File: config.mk
export PLATFORM = sky130hd
export DESIGN_NAME = resample_addr_seq
export DESIGN_NICKNAME = d
export VERILOG_FILES = /design/src/rtl/rsq_pkg.sv /design/src/rtl/rsq_in_reg.sv /design/src/rtl/rsq_param_bank.sv /design/src/rtl/rsq_walk_ctrl.sv /design/src/rtl/rsq_strobe_reg.sv /design/src/rtl/resample_addr_seq.sv
export SDC_FILE = /design/constraint.sdc
export NUM_CORES = 1
export LEC_CHECK = 0
export BUFFER_PORTS_ARGS = -buffer_cell sky130_fd_sc_hd__buf_2
export CAP_MARGIN = 20
export CORE_UTILIZATION = 51
export DETAILED_ROUTE_END_ITERATION = 10
export MAX_ROUTING_LAYER = met4
export PLACE_DENSITY = 0.69
export SLEW_MARGIN = 25
export SYNTH_ARGS = -nofsm -noshare
export SYNTH_HDL_FRONTEND = slang
export SYNTH_SLANG_ARGS = --single-unit
File: constraint.sdc
create_clock -name clk -period 3.54 [get_ports clk]
set_input_delay 0.708 -clock clk [delete_from_list [all_inputs] [get_ports clk]]
set_output_delay 0.708 -clock clk [all_outputs]
set_load 0.005 [all_outputs]
File: src/rtl/rsq_pkg.sv
package rsq_pkg;
  typedef enum logic [2:0] {
    ST_HALT,
    ST_ARM,
    ST_WAIT,
    ST_WALK,
    ST_GAP,
    ST_LINE
  } seq_state_t;

  localparam int IDX_LEN   = 0;
  localparam int IDX_SRC0  = 1;
  localparam int IDX_STEP  = 2;
  localparam int IDX_ADV   = 3;
  localparam int IDX_COEF0 = 4;
  localparam int IDX_LINE  = 5;
  localparam int NUM_USED  = 6;
endpackage

File: src/rtl/rsq_in_reg.sv
module rsq_in_reg #(
  parameter int DW = 12,
  parameter int AW = 4
) (
  input  logic          clk,
  input  logic          rst_n,
  input  logic [DW-1:0] prm_data,
  input  logic [AW-1:0] prm_sel,
  input  logic          prm_wr_n,
  input  logic          bank_load,
  input  logic          init_req,
  input  logic          hold_n,
  input  logic          wr_hiz,
  input  logic          link_in,
  output logic [DW-1:0] r_data,
  output logic [AW-1:0] r_sel,
  output logic          r_wr_n,
  output logic          r_load,
  output logic          r_init,
  output logic          r_hold_n,
  output logic          r_hiz,
  output logic          r_link
);
  // every pin is captured before any logic looks at it
  always_ff @(posedge clk or negedge rst_n) begin
    if (!rst_n) begin
      r_data   <= '0;
      r_sel    <= '0;
      r_wr_n   <= 1'b1;
      r_load   <= 1'b0;
      r_init   <= 1'b0;
      r_hold_n <= 1'b1;
      r_hiz    <= 1'b1;
      r_link   <= 1'b0;
    end else begin
      r_data   <= prm_data;
      r_sel    <= prm_sel;
      r_wr_n   <= prm_wr_n;
      r_load   <= bank_load;
      r_init   <= init_req;
      r_hold_n <= hold_n;
      r_hiz    <= wr_hiz;
      r_link   <= link_in;
    end
  end
endmodule

File: src/rtl/rsq_param_bank.sv
module rsq_param_bank #(
  parameter int DW = 12,
  parameter int AW = 4,
  localparam int NREG = 1 << AW
) (
  input  logic                      clk,
  input  logic                      rst_n,
  input  logic                      wr_n,
  input  logic                      load,
  input  logic [AW-1:0]             sel,
  input  logic [DW-1:0]             data,
  output logic [NREG-1:0][DW-1:0]   work
);
  logic [DW-1:0] pre_q  [NREG];
  logic [DW-1:0] work_q [NREG];

  // shadow set written slot by slot, working set swapped as a whole
  always_ff @(posedge clk or negedge rst_n) begin
    if (!rst_n) begin
      for (int i = 0; i < NREG; i++) begin
        pre_q[i]  <= '0;
        work_q[i] <= '0;
      end
    end else begin
      for (int i = 0; i < NREG; i++) begin
        if (!wr_n && (sel == AW'(i))) pre_q[i] <= data;
        if (load) work_q[i] <= pre_q[i];
      end
    end
  end

  for (genvar g = 0; g < NREG; g++) begin : g_out
    assign work[g] = work_q[g];
  end
endmodule

File: src/rtl/rsq_walk_ctrl.sv
module rsq_walk_ctrl
  import rsq_pkg::*;
#(
  parameter int DW       = 12,
  parameter int CW       = 8,
  parameter bit COL_AXIS = 1'b0
) (
  input  logic          clk,
  input  logic          rst_n,
  input  logic          init_i,
  input  logic          hold_n_i,
  input  logic          link_i,
  input  logic [DW-1:0] len_i,
  input  logic [DW-1:0] src0_i,
  input  logic [DW-1:0] step_i,
  input  logic [DW-1:0] adv_i,
  input  logic [CW-1:0] coef0_i,
  input  logic [DW-1:0] line_i,
  output logic [DW-1:0] src_o,
  output logic [CW-1:0] coef_o,
  output logic [DW-1:0] tgt_o,
  output logic          begin_walk_o,
  output logic          enter_gap_o,
  output logic          line_end_o
);
  localparam bit ROW = !COL_AXIS;

  seq_state_t    st_q, st_d;
  logic [1:0]    icnt_q, icnt_d;
  logic          wcnt_q, wcnt_d;
  logic [DW-1:0] pos_q, pos_d;
  logic [DW-1:0] src_q, src_d;
  logic [DW-1:0] base_q, base_d;
  logic [CW-1:0] coef_q, coef_d;
  logic [DW-1:0] tgt_q, tgt_d;
  logic [DW-1:0] nxt_base;
  logic          last_smp, last_walk, walking;

  // zero counts compare as one: the compare runs one bit wider
  assign last_smp  = ({1'b0, pos_q} + {{DW{1'b0}}, 1'b1}) >= {1'b0, len_i};
  assign last_walk = ({1'b0, tgt_q} + {{DW{1'b0}}, 1'b1}) >= {1'b0, line_i};
  assign walking   = (st_q == ST_WALK) || (st_q == ST_GAP) || (st_q == ST_LINE);
  assign nxt_base  = last_walk ? src0_i : (base_q + adv_i);

  always_comb begin
    st_d         = st_q;
    icnt_d       = icnt_q;
    wcnt_d       = wcnt_q;
    pos_d        = pos_q;
    src_d        = src_q;
    base_d       = base_q;
    coef_d       = coef_q;
    tgt_d        = tgt_q;
    begin_walk_o = 1'b0;
    enter_gap_o  = 1'b0;
    line_end_o   = 1'b0;
    if (init_i) begin
      // second consecutive init edge arms the sequencer
      icnt_d = (icnt_q == 2'd2) ? 2'd2 : icnt_q + 2'd1;
      st_d   = (icnt_q != 2'd0) ? ST_ARM : ST_HALT;
      wcnt_d = 1'b0;
      pos_d  = '0;
      src_d  = '0;
      base_d = '0;
      coef_d = '0;
      tgt_d  = '0;
    end else begin
      icnt_d = 2'd0;
      if (!hold_n_i) begin
        st_d = st_q;
      end else if (ROW && link_i && walking) begin
        // bottom of frame from the partner: restart the line
        st_d         = ST_WALK;
        pos_d        = '0;
        src_d        = src0_i;
        base_d       = src0_i;
        coef_d       = coef0_i;
        tgt_d        = '0;
        begin_walk_o = 1'b1;
      end else begin
        case (st_q)
          ST_ARM: begin
            st_d   = ST_WAIT;
            wcnt_d = 1'b0;
          end
          ST_WAIT: begin
            if (wcnt_q) begin
              st_d         = ST_WALK;
              pos_d        = '0;
              src_d        = src0_i;
              base_d       = src0_i;
              coef_d       = coef0_i;
              tgt_d        = '0;
              begin_walk_o = 1'b1;
            end else begin
              wcnt_d = 1'b1;
            end
          end
          ST_WALK: begin
            if (last_smp) begin
              st_d        = ST_GAP;
              enter_gap_o = 1'b1;
              line_end_o  = last_walk;
            end else begin
              pos_d  = pos_q + {{(DW-1){1'b0}}, 1'b1};
              src_d  = src_q + step_i;
              coef_d = coef_q + {{(CW-1){1'b0}}, 1'b1};
            end
          end
          ST_GAP: begin
            base_d = nxt_base;
            tgt_d  = last_walk ? '0 : tgt_q + {{(DW-1){1'b0}}, 1'b1};
            if (COL_AXIS) begin
              st_d = ST_LINE;
            end else begin
              st_d         = ST_WALK;
              pos_d        = '0;
              src_d        = nxt_base;
              coef_d       = coef0_i;
              begin_walk_o = 1'b1;
            end
          end
          ST_LINE: begin
            if (link_i) begin
              st_d         = ST_WALK;
              pos_d        = '0;
              src_d        = base_q;
              coef_d       = coef0_i;
              begin_walk_o = 1'b1;
            end
          end
          default: st_d = st_q;
        endcase
      end
    end
  end

  always_ff @(posedge clk or negedge rst_n) begin
    if (!rst_n) begin
      st_q   <= ST_HALT;
      icnt_q <= 2'd0;
      wcnt_q <= 1'b0;
      pos_q  <= '0;
      src_q  <= '0;
      base_q <= '0;
      coef_q <= '0;
      tgt_q  <= '0;
    end else begin
      st_q   <= st_d;
      icnt_q <= icnt_d;
      wcnt_q <= wcnt_d;
      pos_q  <= pos_d;
      src_q  <= src_d;
      base_q <= base_d;
      coef_q <= coef_d;
      tgt_q  <= tgt_d;
    end
  end

  assign src_o  = src_q;
  assign coef_o = coef_q;
  assign tgt_o  = tgt_q;
endmodule

File: src/rtl/rsq_strobe_reg.sv
module rsq_strobe_reg (
  input  logic clk,
  input  logic rst_n,
  input  logic begin_walk,
  input  logic enter_gap,
  input  logic line_end,
  input  logic r_hold_n,
  input  logic r_hiz,
  output logic acc_clr_n,
  output logic tgt_wr_n,
  output logic link_end,
  output logic src_oe,
  output logic coef_oe,
  output logic tgt_wr_oe
);
  // strobes change on the same edge as the state they describe
  always_ff @(posedge clk or negedge rst_n) begin
    if (!rst_n) begin
      acc_clr_n <= 1'b1;
      tgt_wr_n  <= 1'b1;
      link_end  <= 1'b0;
    end else begin
      acc_clr_n <= !begin_walk;
      tgt_wr_n  <= !enter_gap;
      link_end  <= line_end;
    end
  end

  assign src_oe    = r_hold_n;
  assign coef_oe   = r_hold_n;
  assign tgt_wr_oe = !r_hiz;
endmodule

File: src/rtl/resample_addr_seq.sv
module resample_addr_seq
  import rsq_pkg::*;
#(
  parameter int DW       = 12,
  parameter int AW       = 4,
  parameter int CW       = 8,
  parameter bit COL_AXIS = 1'b0
) (
  input  logic          clk,
  input  logic          rst_n,
  input  logic [DW-1:0] prm_data,
  input  logic [AW-1:0] prm_sel,
  input  logic          prm_wr_n,
  input  logic          bank_load,
  input  logic          init_req,
  input  logic          hold_n,
  input  logic          wr_hiz,
  input  logic          link_in,
  output logic [DW-1:0] src_addr,
  output logic          src_oe,
  output logic [CW-1:0] coef_addr,
  output logic          coef_oe,
  output logic [DW-1:0] tgt_addr,
  output logic          acc_clr_n,
  output logic          tgt_wr_n,
  output logic          tgt_wr_oe,
  output logic          link_end
);
  localparam int NREG = 1 << AW;

  logic [DW-1:0]           r_data;
  logic [AW-1:0]           r_sel;
  logic                    r_wr_n, r_load, r_init, r_hold_n, r_hiz, r_link;
  logic [NREG-1:0][DW-1:0] work;
  logic                    begin_walk, enter_gap, line_end;
  logic                    unused_par;

  rsq_in_reg #(.DW(DW), .AW(AW)) u_in (
    .clk(clk), .rst_n(rst_n),
    .prm_data(prm_data), .prm_sel(prm_sel), .prm_wr_n(prm_wr_n),
    .bank_load(bank_load), .init_req(init_req), .hold_n(hold_n),
    .wr_hiz(wr_hiz), .link_in(link_in),
    .r_data(r_data), .r_sel(r_sel), .r_wr_n(r_wr_n), .r_load(r_load),
    .r_init(r_init), .r_hold_n(r_hold_n), .r_hiz(r_hiz), .r_link(r_link)
  );

  rsq_param_bank #(.DW(DW), .AW(AW)) u_bank (
    .clk(clk), .rst_n(rst_n),
    .wr_n(r_wr_n), .load(r_load), .sel(r_sel), .data(r_data),
    .work(work)
  );

  rsq_walk_ctrl #(.DW(DW), .CW(CW), .COL_AXIS(COL_AXIS)) u_walk (
    .clk(clk), .rst_n(rst_n),
    .init_i(r_init), .hold_n_i(r_hold_n), .link_i(r_link),
    .len_i(work[IDX_LEN]), .src0_i(work[IDX_SRC0]), .step_i(work[IDX_STEP]),
    .adv_i(work[IDX_ADV]), .coef0_i(work[IDX_COEF0][CW-1:0]),
    .line_i(work[IDX_LINE]),
    .src_o(src_addr), .coef_o(coef_addr), .tgt_o(tgt_addr),
    .begin_walk_o(begin_walk), .enter_gap_o(enter_gap), .line_end_o(line_end)
  );

  rsq_strobe_reg u_strb (
    .clk(clk), .rst_n(rst_n),
    .begin_walk(begin_walk), .enter_gap(enter_gap), .line_end(line_end),
    .r_hold_n(r_hold_n), .r_hiz(r_hiz),
    .acc_clr_n(acc_clr_n), .tgt_wr_n(tgt_wr_n), .link_end(link_end),
    .src_oe(src_oe), .coef_oe(coef_oe), .tgt_wr_oe(tgt_wr_oe)
  );

  // spare working slots are stored but steer nothing
  assign unused_par = ^{work[NREG-1:NUM_USED], work[IDX_COEF0][DW-1:CW]};
endmodule

**Word level (Yosys, flattened, before mapping)**

Index checks and enable logic that the tools add are counted.
W data, S select, Z words.

- Register bits after elaboration: 223
- Output and inout port bits: 38
- Logic and storage cells: 142

- Add/subtract/negate cells: 8
- Magnitude comparators: 2
- Equality and inequality tests: 16
- Muxes and demuxes: 61
- Reduce and logical (&&, ||, !) cells: 24

Operators by type and width:

| kind | count |
|---|---|
| $mux W12 | 20 |
| $pmux W12 S4 | 2 |
| $mux W8 | 6 |
| $pmux W12 S2 | 2 |
| $pmux W8 S4 | 1 |
| $add A12 B1 Y13 const B | 2 |
| $ge A13 B12 Y1 | 2 |
| $add A12 B1 Y12 const B | 2 |
| $add A12 B12 Y12 | 2 |
| $mux W1 | 19 |
| $mux W3 | 6 |
| $pmux W3 S5 | 1 |
| $reduce_and A5 Y1 | 2 |
| $add A8 B1 Y8 const B | 1 |
| $eq A4 B2 Y1 const B | 2 |
| $eq A4 B3 Y1 const B | 2 |
| $ne A4 B4 Y1 const B | 2 |
| $logic_and A1 B1 Y1 | 7 |
| $reduce_bool A7 Y1 | 1 |
| $eq A3 B2 Y1 const B | 2 |
| $eq A3 B3 Y1 const B | 2 |
| $reduce_and A3 Y1 | 2 |
| $reduce_bool A6 Y1 | 1 |
| $eq A4 B1 Y1 const B | 1 |
| 15 further kinds | 21 |

**Logic depth before layout (Yosys ltp)**

Gate-level depths: netlist of the first run.

- Word-level depth: 8
- Mapped depth: 15

**Cells and area by module**

Synthesis of the first run repeated with hierarchy kept, for this count alone.

- Cells, all modules: 1478
- Area, all modules: 20284.5 um^2

Modules (own cells, without submodules):

| module | times used | cells an instance | area an instance (um^2) |
|---|---|---|---|
| rsq_param_bank | 1 | 841 | 14330.0 |
| rsq_walk_ctrl | 1 | 607 | 5296.3 |
| rsq_in_reg | 1 | 22 | 554.3 |
| rsq_strobe_reg | 1 | 8 | 103.8 |

**Least setup slack after synthesis of the first run**

No wires, ideal clock.

- Kind: flip-flop to flip-flop
- From: register u_walk.tgt_q[2] (netlist: u_walk.tgt_o[2])
- To: register u_walk.src_q[6] (netlist: u_walk.src_o[6])
- Setup time: 0.124 ns
- Arrival: 2.965 ns
- Slack: 0.451 ns
- Cell stages (with the launch flop): 14
- Path buffers: 2
- Cells stage by stage: dfrtp_1 clkbuf_1 nand3_1 nor2_1 xor2_1 ha_1 a21oi_1 a21boi_0 a211o_1 a21oi_2 buf_4 mux2i_1 o22ai_1 o31a_1

- Longest elaborated chain between the ends: 7

Ends and longest elaborated chain:

| item | line | RTL |
|---|---|---|
| from (decl) | rsq_walk_ctrl.sv:35 | `logic [DW-1:0] tgt_q, tgt_d;` |
| from (signal assigned) | rsq_walk_ctrl.sv:156 | `tgt_q <= tgt_d;` |
| $add A12 B1 Y13 | rsq_walk_ctrl.sv:41 | `assign last_walk = ({1'b0, tgt_q} + {{DW{1'b0}}, 1'b1}) >= {1'b0, line_i};` |
| $ge A13 B12 Y1 | rsq_walk_ctrl.sv:41 |  |
| $mux W12 | rsq_walk_ctrl.sv:43 | `assign nxt_base = last_walk ? src0_i : (base_q + adv_i);` |
| $pmux W12 S4 | rsq_walk_ctrl.sv:81 | `case (st_q)` |
| $mux W12 | rsq_walk_ctrl.sv:71 | `end else if (ROW && link_i && walking) begin` |
| $mux W12 | rsq_walk_ctrl.sv:69 | `if (!hold_n_i) begin` |
| $mux W12 | rsq_walk_ctrl.sv:57 | `if (init_i) begin` |
| to (signal assigned) | rsq_walk_ctrl.sv:153 | `src_q <= src_d;` |
| to (decl) | rsq_walk_ctrl.sv:32 | `logic [DW-1:0] src_q, src_d;` |

No other way between the ends. The select of a mux whose other input is x is not followed.
A chain may end at the register's enable or synchronous reset.

**Final worst setup path of the first run**

- From: register u_walk.tgt_q[0] (netlist: u_walk.tgt_o[0])
- To: register u_walk.src_q[2] (netlist: u_walk.src_o[2])

Same word-level chain as after synthesis.

==> impl_metrics.ini, run 1 <==
[outcome]
outcome = complete, but fails checks
violations = DRC

[synthesis]
ys.flop_type = dfrtp_1
ys_ff_latch = 223
seq_area_frac_synth = 0.512
syn-cell-area_um2 = 10900
ys_warn_count = 0
syn_avg_cell_area_um2 = 11.2
async_reset_ff_frac = 1.00
syn_nets = 1048
synthCells = 971
yosysUniqueCellTypes = 63
synth_edf_count = 0

[drt]
wl_per_cell_um = 18.7
drc = 3
dr_total_vias = 7629
ant_nets = 0
routed_wl_mm = 24.9
drt-pass1-iter-count = 8
drt_iter0_drc = 422
viasPerCell = 5.74

[clocking]
cts.root.buffer_cell = clkbuf_16
postCtsSetupBuffers = 0
clk_latency_ns = 0.52
clk_pin_slew_ns = 0.06
h-tree-depth = 1
cts_tree = yes
cts_buffers = 25
clockBufferDepth = 3
clock-sinks = 223

[power_and_ir_drop]
power_frac_clock = 0.329
switching_power_uw = 2070
swShare = 0.289
vdd_drop_max_v = 0.000310
p_int_uw = 5090
power_frac_comb = 0.203
p_seq_frac = 0.468
p_leak_uw = 0.00589
power.density_nw_per_um2 = 581

[floorplan]
io-pin-count = 62
rows = 53
core_um2 = 21000
die_w_um = 148
start_util = 0.519
die_area_um2 = 22000
die_h_um = 148

[timing]
slew-limit-headroom = 0.361
finalSetupViolCount = 0
final_hold_viol_count = 0
worst_slew_pin_slew_ns = 0.955
fmax_ghz = 0.303
tns_ns = 0
period_needed_ns = 3.30
rsz0062_at_grt = false
slew_violations = 0
post-route-period-util = 0.934
skew_ns = 0.0112

[setup_path]
reg2regPathDepth = 12
worstPathCellList = ha_2, nand3_1, xnor2_1, ha_1, a211oi_1, o21ai_1, a211o_1, a2111o_1, nor2_1, a2111oi_2, buf_4, o21ai_0
slowest_delay_ns = 0.48
slowest_stage = dfrtp_1
crit_end = u_walk.src_o[2]$_DFFE_PN0P_
r2r_slack_ns = 0.24
arrival_ns = 3.74
r2r-end = u_walk.src_o[2]$_DFFE_PN0P_
required_ns = 3.98
crit_path_start = u_walk.tgt_o[0]$_DFFE_PN0P_
worst-setup-path-type = register to register
worstReg2RegStart = u_walk.tgt_o[0]$_DFFE_PN0P_
start_kind = register
worstSetupEndpointType = register
crit_fanout = 7

[global_routing]
grt_antenna_before_repair = 1
track_usage = 0.242
top_usage_layer = met2
grt_util_met3 = 0.0248
grt_use_met1 = 0.343
grt_max_degree = 82
grt_pass1_wl_mm = 40.5
overflow = 0
use_met2 = 0.371
grt_pass1_vias = 7446

[cells_and_area]
instances_no_fill = 1329
final-seq-area_um2 = 5590
areaGrowthSynthToFinish_pct = 13.1
layout-drive-gt1-share = 0.238
n_fill_cell = 1758
diodes = 0
multi_input_area_um2 = 5040
nets = 1112

[min_path]
hold_path_class = primary input to async pin

[placement]
dpl.hpwl_mm = 17.3
dp.cells = 1283
port_buffers = 61
gp_routability_congestion = 0.888

[run]
cap_violations = 0
[cell usage after synthesis, types with 17 or more instances]
cell / instances / area share
xnor2_1: 17 / 0.014
o21ai_0: 78 / 0.036
dfrtp_1: 218 / 0.50
a21oi_1: 48 / 0.022
inv_1: 32 / 0.011
ha_1: 51 / 0.059
mux2i_1: 22 / 0.020
clkbuf_1: 26 / 0.0089
a22o_1: 17 / 0.014
nand3_1: 22 / 0.010
mux2_2: 118 / 0.12
nand2_1: 64 / 0.022
xor2_1: 17 / 0.014
nor2_1: 55 / 0.019
[registers in the layout, indices dropped and copies added, names as in the netlist, 2 cells and up]
signal,flops
u_in.r_data,12
u_walk.base_q,12
u_walk.tgt_o,12
u_walk.icnt_q,2
u_in.r_sel,4
u_walk.coef_o,8
u_walk.pos_q,12
u_walk.st_q,3
u_bank.pre_q,68
u_bank.work,68
u_walk.src_o,12
[power by group through the flow]
stage	Clock [uW]	Sequential, uW	Combinational (uW)
after global routing	2510	3410	1640
after floorplan	0	3260	1090
after detailed placement	0	3390	1440
after global placement	0	3380	1390
final	2360	3350	1460
after CTS	2390	3350	1460
[layer usage]
| layer | wire, um | share of wire | vias up |
|---|---|---|---|
| met4 | 510 | 0.020 | 0 |
| met1 | 11800 | 0.48 | 3794 |
| li1 | - | - | 3621 |
| met3 | 1080 | 0.043 | 37 |
| met5 | 0 | 0 | - |
| met2 | 11500 | 0.46 | 177 |
[kinds of logic after synthesis]
kind of cell | after synthesis | share of synthesized area
simple gates | 223 | 0.0998
flops | 223 | 0.512
compound gates | 222 | 0.127
mux | 140 | 0.142
buf+inv | 76 | 0.0290
fa+ha+maj | 53 | 0.0622
xor+xnor | 34 | 0.0273
[layout make-up]
cell class	count	area share
repair buffers	80	0.0412
well taps	275	0.0279
flip-flops and latches	223	0.453
inverters	33	0.0100
multi-input cells	672	0.409
clock buffers	41	0.0572
clock inverters	5	0.00233
[per-stage QoR]
| step | hold WS, ns | worst slack [ns] | utilization | area [um2] | total power, uW |
|---|---|---|---|---|---|
| floorplan | 0.412 | 0.451 | - | 10900 | 4340 |
| global placement | 0.456 | 0.100 | 0.551 | 11600 | 4770 |
| global route | 0.152 | 0.0416 | 0.587 | 12300 | 7550 |
| CTS | 0.130 | 0.107 | 0.586 | 12300 | 7200 |
| finish | 0.121 | 0.235 | 0.587 | 12300 | 7170 |
| detailed placement | 0.461 | 0.166 | 0.551 | 11600 | 4830 |
[worst max-delay path, delay by kind of cell, from the launching register on]
kind | cells | cell delay (ns)
simple gates | 2 | 0.39
xor+xnor | 1 | 0.22
flops | 1 | 0.48
buf+inv | 1 | 0.16
fa+ha+maj | 2 | 0.60
compound gates | 6 | 1.39
[repair_timing]
item	CTS	global route
gates resized for setup	0	6
hold endpoints to repair	0	0
hold buffers	0	0
setup endpoints to repair	0	25
[placed cells by master, fill, tap and decap left out, types with 5 or more instances in the layout]
cell type / netlist / final
nor2b_1: 5 / 5
and2_1: 8 / 8
nand3b_1: 6 / 6
clkbuf_16: 0 / 25
a22o_1: 17 / 17
nand2b_1: 10 / 10
xnor2_1: 17 / 17
a21o_1: 14 / 14
a31oi_1: 7 / 6
nor3b_1: 7 / 6
mux2i_1: 22 / 22
a21oi_1: 48 / 47
nor3_1: 14 / 14
nand3_1: 22 / 22
dfstp_2: 5 / 5
ha_1: 51 / 50
nor2_1: 55 / 54
dfrtp_1: 218 / 217
a211oi_1: 12 / 12
clkbuf_1: 26 / 14
inv_1: 32 / 32
and3_1: 11 / 10
buf_2: 10 / 60
mux2_2: 118 / 118
nand4_1: 5 / 5
xor2_1: 17 / 17
o31ai_1: 6 / 6
nand2_1: 64 / 64
buf_4: 5 / 15
o21ai_0: 78 / 78
[how the worst min path moves through the flow]
| stage | end | depth (start not counted) |
|---|---|---|
| finish | u_bank.work[5]$_DFFE_PN0P_ | 1 |
| global route | u_bank.work[5]$_DFFE_PN0P_ | 1 |
| CTS | u_bank.work[5]$_DFFE_PN0P_ | 1 |
| detailed placement | u_bank.work[61]$_DFFE_PN0P_ | 2 |
| global placement | u_bank.work[66]$_DFFE_PN0P_ | 2 |
| floorplan | u_bank.pre_q[120]$_DFFE_PN0P_ | 0 |
No activity file was read; power rests on OpenSTA's default activity.
==> run 2, diff against run 1 <==
Settings changed: REMOVE_ABC_BUFFERS set to 1.
==> impl_metrics.ini, run 2 (synthesis results as in run 1) <==
[setup_path]
worstPathCellList = ha_2, nand3_1, xnor2_1, ha_1, a211oi_1, o21ai_1, a211o_1, a2111o_1, or2_1, inv_2, a22o_1
start_kind = register
arrival_ns = 3.72
crit_path_start = u_walk.tgt_o[0]$_DFFE_PN0P_
crit_buf_inv = 1
worstReg2RegStart = u_walk.tgt_o[0]$_DFFE_PN0P_
crit_fanout = 9
crit_family = compound AO/OA/AOI/OAI gates
required_ns = 3.99
slowest_stage = dfrtp_1
worst-setup-path-type = register to register
r2r-end = u_walk.tgt_o[5]$_DFFE_PN0P_
reg2regPathDepth = 11
cp_num_cells = 11
crit_end = u_walk.tgt_o[5]$_DFFE_PN0P_
slowest_delay_ns = 0.45
r2r_slack_ns = 0.27
worstSetupEndpointType = register

[global_routing]
grt_pass1_wl_mm = 41.2
grt_max_degree = 88
grt_pass1_vias = 7749
overflow = 0
track_usage = 0.245
grt_antenna_before_repair = 0

[cells_and_area]
multi_input_area_um2 = 5040
diodes = 0
final_common_cell = dfrtp_1
nets = 1119
final_cell_mix = dfrtp_1 (217), mux2_2 (118), o21ai_0 (78)
areaGrowthSynthToFinish_pct = 14.0
final-seq-area_um2 = 5590
layout-drive-gt1-share = 0.245
final_area_um2 = 12400
n_fill_cell = 1747
instances_no_fill = 1333

[power_and_ir_drop]
p_leak_uw = 0.00596
power.density_nw_per_um2 = 584
vdd_drop_max_v = 0.000388

[floorplan]
start_util = 0.519
io-pin-count = 62
rows = 53
core_um2 = 21000
die_w_um = 148
die_area_um2 = 22000
die_h_um = 148

[clocking]
cts_tree = yes
h-tree-depth = 1
cts.root.buffer_cell = clkbuf_16
clockBufferDepth = 3
cts_buffers = 24
clk_pin_slew_ns = 0.06
clk_latency_ns = 0.51
postCtsSetupBuffers = 0
clock-sinks = 223

[run]
cap_violations = 0

[timing]
rsz0062_at_grt = false
fmax_ghz = 0.306
period_needed_ns = 3.27
skew_ns = 0.00805
post-route-period-util = 0.922
final_hold_viol_count = 0
slew_violations = 0
slew-limit-headroom = 0.411
finalSetupViolCount = 0
worst_slew_pin_slew_ns = 0.881

[outcome]
violations = DRC
outcome = complete, but fails checks

[drt]
drt-pass1-iter-count = 8
drt_iter0_drc = 497
ant_nets = 0
routed_wl_mm = 25.2
wl_per_cell_um = 18.9
viasPerCell = 5.79
drc = 1
dr_total_vias = 7723

[min_path]
hold_path_class = primary input to async pin

[placement]
gp_routability_congestion = 0.878
dpl.hpwl_mm = 17.6
placed_area_um2 = 11600
port_buffers = 61
dp.cells = 1291
run 2: cell types whose count changed in the layout (fill, tap and decap cells not counted), moves of 2 or more:
cell	change
a21oi_2	-2
clkbuf_1	-6
buf_4	+8
clkbuf_8	+3
run 2: repair_timing:
action / CTS / global route
hold buffers: 0 / 0
cloned: 0 / 0
setup endpoints to repair: 1 / 25
resized for setup: 1 / 5
run 2: worst min path at each step:
stage                                                to                           from  slack (ns)  cells past startpoint
after floorplan           u_bank.pre_q[120]$_DFFE_PN0P_                          rst_n        0.41                      0
after global placement      u_bank.work[71]$_DFFE_PN0P_  u_bank.pre_q[131]$_DFFE_PN0P_        0.46                      2
after global routing        u_bank.work[34]$_DFFE_PN0P_                          rst_n        0.25                      1
after CTS                 u_bank.pre_q[154]$_DFFE_PN0P_                          rst_n        0.22                      1
after detailed placement     u_bank.work[1]$_DFFE_PN0P_  u_bank.pre_q[181]$_DFFE_PN0P_        0.47                      2
final                     u_bank.pre_q[155]$_DFFE_PN0P_                          rst_n        0.20                      1
run 2: layout make-up:
class	instances	share of cell area
Multi-Input combinational cell	672	0.405
Clock buffer	38	0.0583
Tap cell	275	0.0277
Timing Repair Buffer	88	0.0457
Clock inverter	4	0.00362
Sequential cell	223	0.449
Inverter	33	0.00996
run 2: metrics by stage:
stage	setup TNS [ns]	util	total power, uW	setup slack, ns	hold WS (ns)
2_1_floorplan	-14.81	-	4320	-0.693	0.412
3_3_place_gp	0	0.554	4780	0.112	0.457
3_5_place_dp	-0.00133	0.554	4850	-0.00133	0.468
4_1_cts	0	0.590	7300	0.0966	0.225
5_1_grt	0	0.591	7650	0.0145	0.248
6_report	0	0.591	7260	0.275	0.200
run 2: report_power, final:
part	leakage, uW	switching [uW]	total, uW	internal, uW
combinational	0.00277	729	1460	733
clock	0.000379	967	2430	1470
sequential	0.00281	353	3360	3010
run 2: per-layer routing:
metal  part of all wire  GRT usage  vias to the layer above
li1                   -          -                     3650
met1               0.47      0.339                     3846
met2               0.47      0.383                      181
met3              0.034     0.0313                       46
met4              0.023     0.0644                        0
met5                  0          -                        -
